==> src/rtl/cond_eval_pkg.sv <==
// Package: selector encoding and flag bundle shared by the condition evaluator.
// Assumes: flag selectors have bit 4 clear and use bit 0 as an inversion.
package cond_eval_pkg;

    typedef enum logic [4:0] {
        SEL_OVF     = 5'h00,
        SEL_NOVF    = 5'h01,
        SEL_BELOW   = 5'h02,
        SEL_AEQ     = 5'h03,
        SEL_EQ      = 5'h04,
        SEL_NEQ     = 5'h05,
        SEL_BEQ     = 5'h06,
        SEL_ABOVE   = 5'h07,
        SEL_NEG     = 5'h08,
        SEL_POS     = 5'h09,
        SEL_PEVEN   = 5'h0A,
        SEL_PODD    = 5'h0B,
        SEL_LESS    = 5'h0C,
        SEL_GEQ     = 5'h0D,
        SEL_LEQ     = 5'h0E,
        SEL_GREATER = 5'h0F,
        SEL_LOOP_NE = 5'h10,
        SEL_LOOP_EQ = 5'h11,
        SEL_LOOP    = 5'h12,
        SEL_CX_ZERO = 5'h13
    } cond_sel_e;

    // Base flag test picked by selector bits 3:1.
    typedef enum logic [2:0] {
        BT_OF    = 3'd0,
        BT_CF    = 3'd1,
        BT_ZF    = 3'd2,
        BT_CF_ZF = 3'd3,
        BT_SF    = 3'd4,
        BT_PF    = 3'd5,
        BT_SLT   = 3'd6,
        BT_SLE   = 3'd7
    } base_test_e;

    // Count-form picked by selector bits 1:0 when bit 4 is set.
    typedef enum logic [1:0] {
        CF_LOOP_NE = 2'd0,
        CF_LOOP_EQ = 2'd1,
        CF_LOOP    = 2'd2,
        CF_CX_ZERO = 2'd3
    } cnt_form_e;

    typedef struct packed {
        logic cf;
        logic zf;
        logic sf;
        logic of;
        logic pf;
    } flags_t;

endpackage

==> src/rtl/flag_cond_eval.sv <==
// Module: flag_cond_eval
// Combinational evaluation of the sixteen flag-based conditions.
// Assumes: the selector is split by the caller into a 3-bit base test and
// an inversion bit; the parity flag is already reduced over the low byte.
module flag_cond_eval
    import cond_eval_pkg::*;
(
    input  flags_t     flags_i,
    input  logic [2:0] base_i,
    input  logic       invert_i,
    output logic       hit_o
);

    logic base_hit;
    logic sign_ne_ovf;

    // Purpose: signed "less" term shared by two base tests.
    always_comb begin
        sign_ne_ovf = flags_i.sf ^ flags_i.of;
    end

    // Purpose: pick the base test named by the selector.
    always_comb begin
        unique case (base_test_e'(base_i))
            BT_OF:    base_hit = flags_i.of;
            BT_CF:    base_hit = flags_i.cf;
            BT_ZF:    base_hit = flags_i.zf;
            BT_CF_ZF: base_hit = flags_i.cf | flags_i.zf;
            BT_SF:    base_hit = flags_i.sf;
            BT_PF:    base_hit = flags_i.pf;
            BT_SLT:   base_hit = sign_ne_ovf;
            BT_SLE:   base_hit = flags_i.zf | sign_ne_ovf;
            default:  base_hit = 1'b0;
        endcase
    end

    // Purpose: apply the complementing bit of the selector.
    always_comb begin
        hit_o = base_hit ^ invert_i;
    end

endmodule

==> src/rtl/cx_loop_eval.sv <==
// Module: cx_loop_eval
// Combinational evaluation of the count-register branch forms.
// Assumes: the loop forms decrement first and test the new value; the
// count-is-zero form tests the entry value and leaves the register alone.
module cx_loop_eval
    import cond_eval_pkg::*;
#(
    parameter int CX_W = 16
) (
    input  logic [CX_W-1:0] cx_i,
    input  logic            zf_i,
    input  logic [1:0]      form_i,
    output logic            take_o,
    output logic            we_o,
    output logic [CX_W-1:0] cx_next_o
);

    localparam logic [CX_W-1:0] CX_ONE  = {{(CX_W-1){1'b0}}, 1'b1};
    localparam logic [CX_W-1:0] CX_ZERO = '0;

    logic [CX_W-1:0] cx_dec;
    logic            dec_nz;
    logic            entry_zero;

    // Purpose: decremented count, wrapping from zero to all ones.
    always_comb begin
        cx_dec     = cx_i - CX_ONE;
        dec_nz     = (cx_dec != CX_ZERO);
        entry_zero = (cx_i == CX_ZERO);
    end

    // Purpose: form-specific take, write enable and next count.
    always_comb begin
        take_o    = 1'b0;
        we_o      = 1'b0;
        cx_next_o = CX_ZERO;
        unique case (cnt_form_e'(form_i))
            CF_LOOP_NE: begin
                we_o      = 1'b1;
                cx_next_o = cx_dec;
                take_o    = dec_nz & ~zf_i;
            end
            CF_LOOP_EQ: begin
                we_o      = 1'b1;
                cx_next_o = cx_dec;
                take_o    = dec_nz & zf_i;
            end
            CF_LOOP: begin
                we_o      = 1'b1;
                cx_next_o = cx_dec;
                take_o    = dec_nz;
            end
            CF_CX_ZERO: begin
                take_o    = entry_zero;
            end
            default: begin
                take_o    = 1'b0;
            end
        endcase
    end

endmodule

==> src/rtl/cond_eval_unit.sv <==
// Module: cond_eval_unit (top)
// Registered branch/loop condition evaluator: one request per cycle, result
// one cycle later. Routes flag selectors to flag_cond_eval and count
// selectors to cx_loop_eval; reserved selectors yield a not-taken result.
// Assumes: inputs are stable around the clock edge where eval_valid_i is high.
module cond_eval_unit
    import cond_eval_pkg::*;
#(
    parameter int CX_W  = 16,
    parameter int SEL_W = 5
) (
    input  logic            clk,
    input  logic            rst_n,
    input  logic            eval_valid_i,
    input  logic [SEL_W-1:0] cond_sel_i,
    input  logic            cf_i,
    input  logic            zf_i,
    input  logic            sf_i,
    input  logic            of_i,
    input  logic            pf_i,
    input  logic [CX_W-1:0] cx_i,
    output logic            res_valid_o,
    output logic            take_o,
    output logic            cx_we_o,
    output logic [CX_W-1:0] cx_next_o
);

    localparam int FORM_W = 2;

    flags_t          flags;
    logic            is_count_sel;
    logic            is_reserved;
    logic            flag_hit;
    logic            cnt_take;
    logic            cnt_we;
    logic [CX_W-1:0] cnt_next;
    logic            take_d;
    logic            we_d;
    logic [CX_W-1:0] next_d;

    // Purpose: bundle the flag inputs.
    always_comb begin
        flags = '{cf: cf_i, zf: zf_i, sf: sf_i, of: of_i, pf: pf_i};
    end

    // Purpose: classify the selector into flag, count or reserved space.
    always_comb begin
        is_count_sel = cond_sel_i[SEL_W-1];
        is_reserved  = is_count_sel & (cond_sel_i[SEL_W-2:FORM_W] != '0);
    end

    flag_cond_eval u_flag (
        .flags_i  (flags),
        .base_i   (cond_sel_i[3:1]),
        .invert_i (cond_sel_i[0]),
        .hit_o    (flag_hit)
    );

    cx_loop_eval #(
        .CX_W (CX_W)
    ) u_cnt (
        .cx_i      (cx_i),
        .zf_i      (zf_i),
        .form_i    (cond_sel_i[FORM_W-1:0]),
        .take_o    (cnt_take),
        .we_o      (cnt_we),
        .cx_next_o (cnt_next)
    );

    // Purpose: merge the two evaluators and squash reserved selectors.
    always_comb begin
        if (is_reserved) begin
            take_d = 1'b0;
            we_d   = 1'b0;
            next_d = '0;
        end else if (is_count_sel) begin
            take_d = cnt_take;
            we_d   = cnt_we;
            next_d = cnt_next;
        end else begin
            take_d = flag_hit;
            we_d   = 1'b0;
            next_d = '0;
        end
    end

    // Purpose: result register; outputs are quiet except in a valid cycle.
    always_ff @(posedge clk) begin
        if (!rst_n) begin
            res_valid_o <= 1'b0;
            take_o      <= 1'b0;
            cx_we_o     <= 1'b0;
            cx_next_o   <= '0;
        end else begin
            res_valid_o <= eval_valid_i;
            take_o      <= eval_valid_i & take_d;
            cx_we_o     <= eval_valid_i & we_d;
            cx_next_o   <= eval_valid_i ? next_d : '0;
        end
    end

    AST_RESULT_FOLLOWS_REQ: assert property (@(posedge clk) disable iff (!rst_n)
        eval_valid_i |=> res_valid_o);
    AST_IDLE_QUIET: assert property (@(posedge clk) disable iff (!rst_n)
        !res_valid_o |-> (!take_o && !cx_we_o));
    AST_CXZ_NO_WRITE: assert property (@(posedge clk) disable iff (!rst_n)
        (eval_valid_i && cond_sel_i == SEL_CX_ZERO) |=> !cx_we_o);
    AST_LOOP_DECREMENT: assert property (@(posedge clk) disable iff (!rst_n)
        (eval_valid_i && cond_sel_i == SEL_LOOP) |=> (cx_we_o && cx_next_o == $past(cx_i) - 1'b1));
    AST_LOOP_TAKE_NONZERO: assert property (@(posedge clk) disable iff (!rst_n)
        (cx_we_o && take_o) |-> (cx_next_o != '0));
    AST_RESERVED_IDLE: assert property (@(posedge clk) disable iff (!rst_n)
        (eval_valid_i && cond_sel_i[4] && cond_sel_i[3:2] != 2'b00) |=> (!take_o && !cx_we_o));
    AST_FLAG_NO_WRITE: assert property (@(posedge clk) disable iff (!rst_n)
        (eval_valid_i && !cond_sel_i[4]) |=> !cx_we_o);

endmodule

==> config.mk <==
export PLATFORM = sky130hd
export DESIGN_NAME = cond_eval_unit
export DESIGN_NICKNAME = d
export VERILOG_FILES = /design/src/rtl/cond_eval_pkg.sv /design/src/rtl/flag_cond_eval.sv /design/src/rtl/cx_loop_eval.sv /design/src/rtl/cond_eval_unit.sv
export SDC_FILE = /design/constraint.sdc
export NUM_CORES = 1
export LEC_CHECK = 0
export ABC_AREA = 1
export BUFFER_PORTS_ARGS = -buffer_cell sky130_fd_sc_hd__buf_2
export CORE_MARGIN = 1.5
export CORE_UTILIZATION = 46
export CTS_CLUSTER_DIAMETER = 100
export DETAILED_ROUTE_END_ITERATION = 12
export HOLD_SLACK_MARGIN = 0.12
export PLACE_DENSITY = 0.83
export SLEW_MARGIN = 30
export SYNTH_ARGS = -nofsm -noshare
export SYNTH_HDL_FRONTEND = slang
export SYNTH_SLANG_ARGS = --single-unit
==> constraint.sdc <==
create_clock -name clk -period 1.9 [get_ports clk]
set_input_delay 0.38 -clock clk [delete_from_list [all_inputs] [get_ports clk]]
set_output_delay 0.38 -clock clk [all_outputs]
set_load 0.02 [all_outputs]
### Word level (Yosys, flattened, before mapping)

Index checks and enable logic that the tools add are counted.

* logic and storage cells: 43
* flip-flop bits (word level): 19

* bitwise operators: 14
* equal/unequal tests: 10
* add/subtract/negate cells: 1
* reductions and logical operators: 7
* mux-type cells: 7

Operators by type and width (count)
* $logic_not 16->1: 1
* $reduce_bool 16->1: 1
* $sub 16x1->16 const B: 1
* $eq 3x3->1 const B: 4
* $pmux 1 s8: 1
* $eq 3x2->1 const B: 2
* $and 1x1->1: 5
* $mux 1: 5
* $not 1->1: 5
* $reduce_or 5->1: 1
* $eq 2x2->1 const B: 2
* $pmux 1 s4: 1
* $eq 3x1->1 const B: 1
* $logic_not 3->1: 1
* $reduce_or 3->1: 1
* $eq 2x1->1 const B: 1
* $logic_not 2->1: 1
* $or 1x1->1: 2
* $reduce_bool 2->1: 1
* $xor 1x1->1: 2

### Longest topological paths before layout

Gate-level depths: netlist of the first run.

* depth in word-level cells: 7
* depth in mapped cells: 15
* gate-level depth less buffers: 15

### By module

From an unflattened synthesis of the first run, not the netlist that was laid out.

* cells, all modules: 225
* area, all modules: 1432.6 um^2

Modules (own cells, without submodules)
* cx_loop_eval: cells each 136, sequential area each 0.0 um^2, instances 1, area an instance 666.9 um^2
* cond_eval_unit: cells each 65, sequential area each 380.4 um^2, instances 1, area an instance 665.6 um^2
* flag_cond_eval: cells each 24, sequential area each 0.0 um^2, instances 1, area an instance 100.1 um^2

### Worst setup path after synthesis of the first run

Ideal clock, no wire load.

* kind: input port to flip-flop
* start point: in cx_i[0]
* end point: reg take_o
* arrival: 1.537 ns
* setup slack: 0.254 ns
* stages: 15
* required time: 1.791 ns
* setup time: 0.109 ns
* cells stage by stage: inv_1 -> ha_1 -> nand2_2 -> nor2_4 -> nand2_1 -> nand2_1 -> nand2_1 -> nor2_1 -> nand2_1 -> nor2_1 -> nand2_1 -> nand2_1 -> nand3_1 -> nand2_1 -> inv_1

* word-level cells in the longest chain between the ends: 7
* elaborated cells on any way between the ends: 9
* classes of those cells: add/sub: 1; mux: 3; bitwise: 3; reduce/logical: 2

Ends and longest elaborated chain
* start: declaration: RTL line cond_eval_unit.sv:21 `input logic [CX_W-1:0] cx_i,`
* $sub 16x1->16: RTL line cx_loop_eval.sv:27 `cx_dec = cx_i - CX_ONE;`
* $reduce_bool 16->1: RTL line cx_loop_eval.sv:28 `dec_nz = (cx_dec != CX_ZERO);`
* $and 1x1->1, on equally long branches: RTL line cx_loop_eval.sv:46, cx_loop_eval.sv:41
* $pmux 1 s4 (*): RTL line cx_loop_eval.sv:37 `unique case (cnt_form_e'(form_i))`
* $mux 1 (*): RTL line cond_eval_unit.sv:76 `end else if (is_count_sel) begin`
* $mux 1 (*): RTL line cond_eval_unit.sv:72 `if (is_reserved) begin`
* $and 1x1->1 (*): RTL line cond_eval_unit.sv:96 `take_o <= eval_valid_i & take_d;`
* end signal: assignment: RTL line cond_eval_unit.sv:96
* end: declaration: RTL line cond_eval_unit.sv:23 `output logic take_o,`

Every way passes the cells marked *; elsewhere a longest branch is shown, timed or not.
A chain may end at the register's enable or synchronous reset.

### Final worst setup path of the first run

* start point: in cx_i[1]
* end point: reg take_o

Same word-level chain as after synthesis.

==> flow_metrics.tcl, run 1 <==
set metrics [dict create \
    status "completed" \
    grt_pass1_vias 998 \
    finalCritPeriodShare_pct 80.8 \
    worstSetupEndpointType "flop" \
    fillers 235 \
    hold_depth 3 \
    die-area_um2 2720 \
    num_vias 1181 \
    tightest_slew_ns 0.217 \
    cts_made_buffers 3 \
    start_kind "primary input" \
    ir_drop_mv 0.326 \
    clk_pin_slew_ns 0.11 \
    post-cts-setup-buffers 0 \
    synth.area.top_cells "dfxtp_1 (34%), nand2_1 (16%), nor2_1 (10%)" \
    hold_path_class "primary input to flop" \
    rsz0062_at_grt "false" \
    hold_buffers 0 \
    cts_resized 0 \
    worstSetupPathType "primary input to flop" \
    io_buffers 47 \
    slew_violations 0 \
    cellPowerDensity_nw_per_um2 545 \
    drive_gt1_share_pct 26.6 \
    area_growth_pct 27.6 \
    numClockSinks 19 \
    antenna_found_initial 0 \
    synth_nets 208 \
    rows 17 \
    dieWidth_um 52.2 \
    synth_warnings 0 \
    synth-seq-area-share_pct 34.2 \
    cts_tree "built" \
    total_power_mw 0.775 \
    firstDrtPassIters 4 \
    viasPerCell 4.60 \
    drtIter0Drc 11 \
    dieHeight_um 52.2 \
    async_reset_ff_share_pct 0 \
    yosysMostFrequentCell "nand2_1" \
    cts_max_level 1 \
    grt_max_degree 17 \
    synth-main-ff-cell "dfxtp_1" \
    netlist_area_um2 1110 \
    grt_pass1_wl_um 3990 \
    yosysTopAreaCellShare_pct 34.2 \
    slew_headroom_pct 85.4 \
    hold_viol 0 \
    cp_max_fo 6 \
    setup-tns-final_ns 0 \
    drt-total-wl_um 2460 \
    diodes 0 \
    min_from "eval_valid_i" \
    synthTopCellsByCount "nand2_1 (47), nor2_1 (31), inv_1 (26)" \
    crit_required_ns 2.11 \
    setup_viol 0 \
    whs_endpoint "res_valid_o" \
    period_needed_ns 1.53 \
    cpMostUsedCell "nand2_1" \
    start_util_pct 49.4 \
    track_usage_pct 19.5 \
    syn_avg_cell_area_um2 6.29 \
    p_leak_nw 0.807 \
    clk_path_buf_depth 2 \
    avgRoutedWirePerCell_um 9.57 \
    core_area_um2 2250 \
    drc 0 \
    fin_nets 261 \
    ys_ff_latch 19 \
    synth_cell_types 20 \
    cpPeakStageDelay_ns 0.19 \
    post-place-ws_ns 0.0370 \
    clockRootBuffer "clkbuf_4" \
    critical_path.cell_chain "buf_2, inv_1, ha_1, nand2_2, nor2_4, nand2_1, nand2_1, nand2_1, nor2_1, nand2_1, nor2_1, nand2_1, nand2_1, nand3_1, nand2_1, inv_1" \
    io_pins 48 \
    dpl.hpwl_um 2030 \
    synth_largest_area_cell "dfxtp_1" \
    fin_cells 257 \
    setup_ws_ns 0.365 \
    gp_congestion 0.869 \
    max_freq_mhz 652 \
    syn_inst 177 \
    ant_nets 0 \
    overflow 0 \
    maxCapViolations 0 \
    cpMaxStageDelayCell "ha_1" \
    crit_arrival_ns 1.75 \
    place_inst 253 \
    synth_edf_count 0 \
]
[cell usage in the layout, fill, tap and decap left out, drive strengths merged]
master / n
nor2: 36
nand3: 12
clkbuf: 4
ha: 2
nand3b: 1
buf: 49
nand4: 3
a21boi: 1
nand2: 50
nor3: 1
inv: 26
xor2: 2
a21oi: 12
or2: 1
o21ai: 7
dfxtp: 19
xnor2: 3
[power by group]
| part | internal, mW | total [mW] | switching, mW | leakage (nW) |
|---|---|---|---|---|
| clock network | 0.0819 | 0.207 | 0.125 | 0.0150 |
| registers | 0.407 | 0.409 | 0.00169 | 0.154 |
| logic | 0.0628 | 0.160 | 0.0967 | 0.638 |
[flip-flops by register name, summed over array words and instances (netlist names)]
signal / cells
cx_next_o: 16
cx_we_o: 1
res_valid_o: 1
take_o: 1
[critical path: cells and delay by family]
family	cells	cell delay [ns]
buf+inv	3	0.23
simple gates	12	0.94
fa+ha+maj	1	0.19
[metal layers]
layer | wire length [µm] | vias to the layer above | share of wire (%) | GRT usage, %
li1 | - | 653 | - | -
met1 | 1200 | 494 | 49 | 25.0
met2 | 1110 | 30 | 45 | 33.1
met3 | 114 | 4 | 4.6 | 2.57
met4 | 35 | 0 | 1.4 | 7.69
met5 | 0 | - | 0 | 0
[kinds of logic (layout without fill, tap and decap cells)]
kind of cell               Yosys count  count (layout)  share of synthesized area (%)
AOI/OAI and AO/OA                   20              20                           9.21
DFF                                 19              19                           34.2
buffers and inverters               27              79                           9.10
xor gates and xnor gates             5               5                           3.93
and+or+nand+nor                    104             104                           41.3
adders and majority gates            2               2                           2.25
[layout make-up]
type,count,area [µm²],area share (%)
multi-input combinational,131,632,44.5
sequential,19,380,26.8
timing repair buffer,49,250,17.6
inverter,26,97.6,6.87
tap,28,35.0,2.46
clock buffer,4,26.3,1.85
[how the worst max path moves through the flow]
| stage | startpoint | to | slack (ns) | cells after the start |
|---|---|---|---|---|
| detailed placement | cx_i[1] | take_o | 0.04 | 16 |
| floorplan | cx_i[0] | take_o | 0.25 | 15 |
| global placement | cx_i[1] | take_o | 0.08 | 16 |
| CTS | cx_i[1] | take_o | 0.37 | 16 |
| global route | cx_i[1] | take_o | 0.16 | 16 |
| finish | cx_i[1] | take_o | 0.37 | 16 |
[through the flow]
stage               utilization, %  hold slack (ns)  area [µm²]
global route                  63.0            0.287        1420
global placement              61.9            0.578        1400
finish                        63.0            0.269        1420
CTS                           63.0            0.264        1420
floorplan                        -            0.452        1110
detailed placement            61.9            0.588        1400
Power figures use the tool's default switching activity.
==> run 2, diff against run 1 <==
- ABC_AREA: 1 -> 0
- clock period: 1.9 -> 1.6 ns (I/O delays scaled with it)
==> run 2 against run 1 <==
Against the previous run: worst hold slack worse by 0.038 ns; area after synthesis down 3.0%; largest cell class unchanged; global-route usage up 4.3 points; critical path depth down 6.
==> flow_metrics.tcl, run 2 <==
set metrics [dict create \
    ant_nets 0 \
    final_common_cell "buf_2" \
    dpl.hpwl_um 2320 \
    die-area_um2 2650 \
    start_util_pct 48.8 \
    fin_cells 238 \
    overflow 0 \
    dieHeight_um 51.5 \
    setup-tns-final_ns 0 \
    antenna_found_initial 0 \
    start_kind "primary input" \
    period_needed_ns 1.54 \
    cellPowerDensity_nw_per_um2 597 \
    p_leak_nw 0.775 \
    firstDrtPassIters 4 \
    maxCapViolations 0 \
    hold_depth 2 \
    ys_ff_latch 19 \
    async_reset_ff_share_pct 0 \
    worstSetupEndpointType "flop" \
    setup_viol 0 \
    io_pins 48 \
    cts_made_buffers 3 \
    crit_required_ns 1.78 \
    slew_violations 0 \
    grt_pass1_wl_um 4780 \
    drt-total-wl_um 3180 \
    synth_largest_area_cell "dfxtp_1" \
    yosysTopAreaCellShare_pct 35.2 \
    grt_max_degree 11 \
    avgRoutedWirePerCell_um 13.4 \
    synth_cell_types 38 \
    num_vias 1271 \
    synth-main-ff-cell "dfxtp_1" \
    crit_arrival_ns 1.73 \
    synth_nets 161 \
    syn_inst 130 \
    rows 17 \
    status "completed" \
    synth_warnings 0 \
    clk_path_buf_depth 2 \
    ir_drop_mv 0.435 \
    slew_headroom_pct 76.9 \
    drtIter0Drc 40 \
    io_buffers 47 \
    max_freq_mhz 648 \
    clk_pin_slew_ns 0.11 \
    largest_register_ffs 16 \
    fin_nets 242 \
    synth_edf_count 0 \
    cts_tree "built" \
    core_area_um2 2210 \
    hold_path_class "primary input to flop" \
    largest_register "cx_next_o" \
    viasPerCell 5.34 \
    syn_avg_cell_area_um2 8.31 \
    synth.area.top_cells "dfxtp_1 (35%), nor2_1 (6.6%), xnor2_1 (6.5%)" \
    finalCritPeriodShare_pct 96.5 \
    cp_max_fo 5 \
    area_growth_pct 53.1 \
    drc 0 \
    place_inst 229 \
    worstSetupPathType "primary input to flop" \
    diodes 0 \
    clockRootBuffer "clkbuf_4" \
    tightest_slew_ns 0.346 \
    hold_buffers 0 \
    gp_congestion 0.871 \
    track_usage_pct 23.9 \
    synthTopCellsByCount "dfxtp_1 (19), nor2_1 (19), nand2_1 (12)" \
    dieWidth_um 51.5 \
    final_cell_mix "buf_2 (47), buf_4 (32), dfxtp_1 (19)" \
    synth-seq-area-share_pct 35.2 \
    cts_max_level 1 \
    drive_gt1_share_pct 46.2 \
    fillers 170 \
    numClockSinks 19 \
    hold_viol 0 \
    final_util_pct 74.7 \
    netlist_area_um2 1080 \
    grt_pass1_vias 1159 \
]
## run 2: stage by stage
step	hold WS [ns]	instance area (µm²)	power, mW	setup WS, ns
final	0.231	1650	0.986	0.0561
after global routing	0.245	1650	1.03	-0.00522
after CTS	0.232	1600	0.978	0.0432
after detailed placement	0.549	1570	0.734	-0.290
after global placement	0.541	1570	0.724	-0.165
after floorplan	0.392	1120	0.602	-0.0655
## run 2: metal layers
layer	part of all wire (%)	GRT usage (%)	wire, µm
met1	39	26.5	1230
met2	52	43.8	1640
met3	6.0	2.63	191
met4	3.9	12.7	125
met5	0	0	0
## run 2: what timing repair did
item,4_1_cts,5_1_grt
buffers inserted,0,5
resized for setup,1,3
pin swaps,0,3
setup endpoints to repair,1,1
## run 2: critical path, cell delays in order
cell and delay, ns:
buf_2 0.17, inv_4 0.05, ha_4 0.15, nor3b_4 0.15
buf_4 0.14, o21a_1 0.20, a21oi_1 0.16, a41oi_1 0.06
o22ai_1 0.20, a41oi_1 0.13
## run 2: logic make-up after synthesis
| logic type | Yosys count | synth area share [%] |
|---|---|---|
| muxes | 2 | 1.85 |
| xor gates and xnor gates | 13 | 10.5 |
| AOI/OAI and AO/OA | 25 | 14.6 |
| and+or+nand+nor | 61 | 31.9 |
| DFF | 19 | 35.2 |
| buffers and inverters | 8 | 3.59 |
| adders and majority gates | 2 | 2.32 |
## run 2: worst paths after layout
kind | startpoint | end
worst max-delay path | cx_i[0] | take_o
worst min-delay path | eval_valid_i | res_valid_o
## run 2: power breakdown
group / total [mW] / leakage (nW) / switching [mW] / internal [mW]
logic: 0.256 / 0.606 / 0.134 / 0.122
clock network: 0.244 / 0.0150 / 0.147 / 0.0972
registers: 0.486 / 0.154 / 0.00233 / 0.483
total: 0.986 / 0.775 / 0.284 / 0.703
## run 2: final cells by class
class	instances	area [µm²]	share of cell area (%)
timing repair buffer	79	475	28.8
tap	28	35.0	2.12
inverter	5	33.8	2.04
multi-input combinational	103	702	42.5
sequential	19	380	23.0
clock buffer	4	26.3	1.59
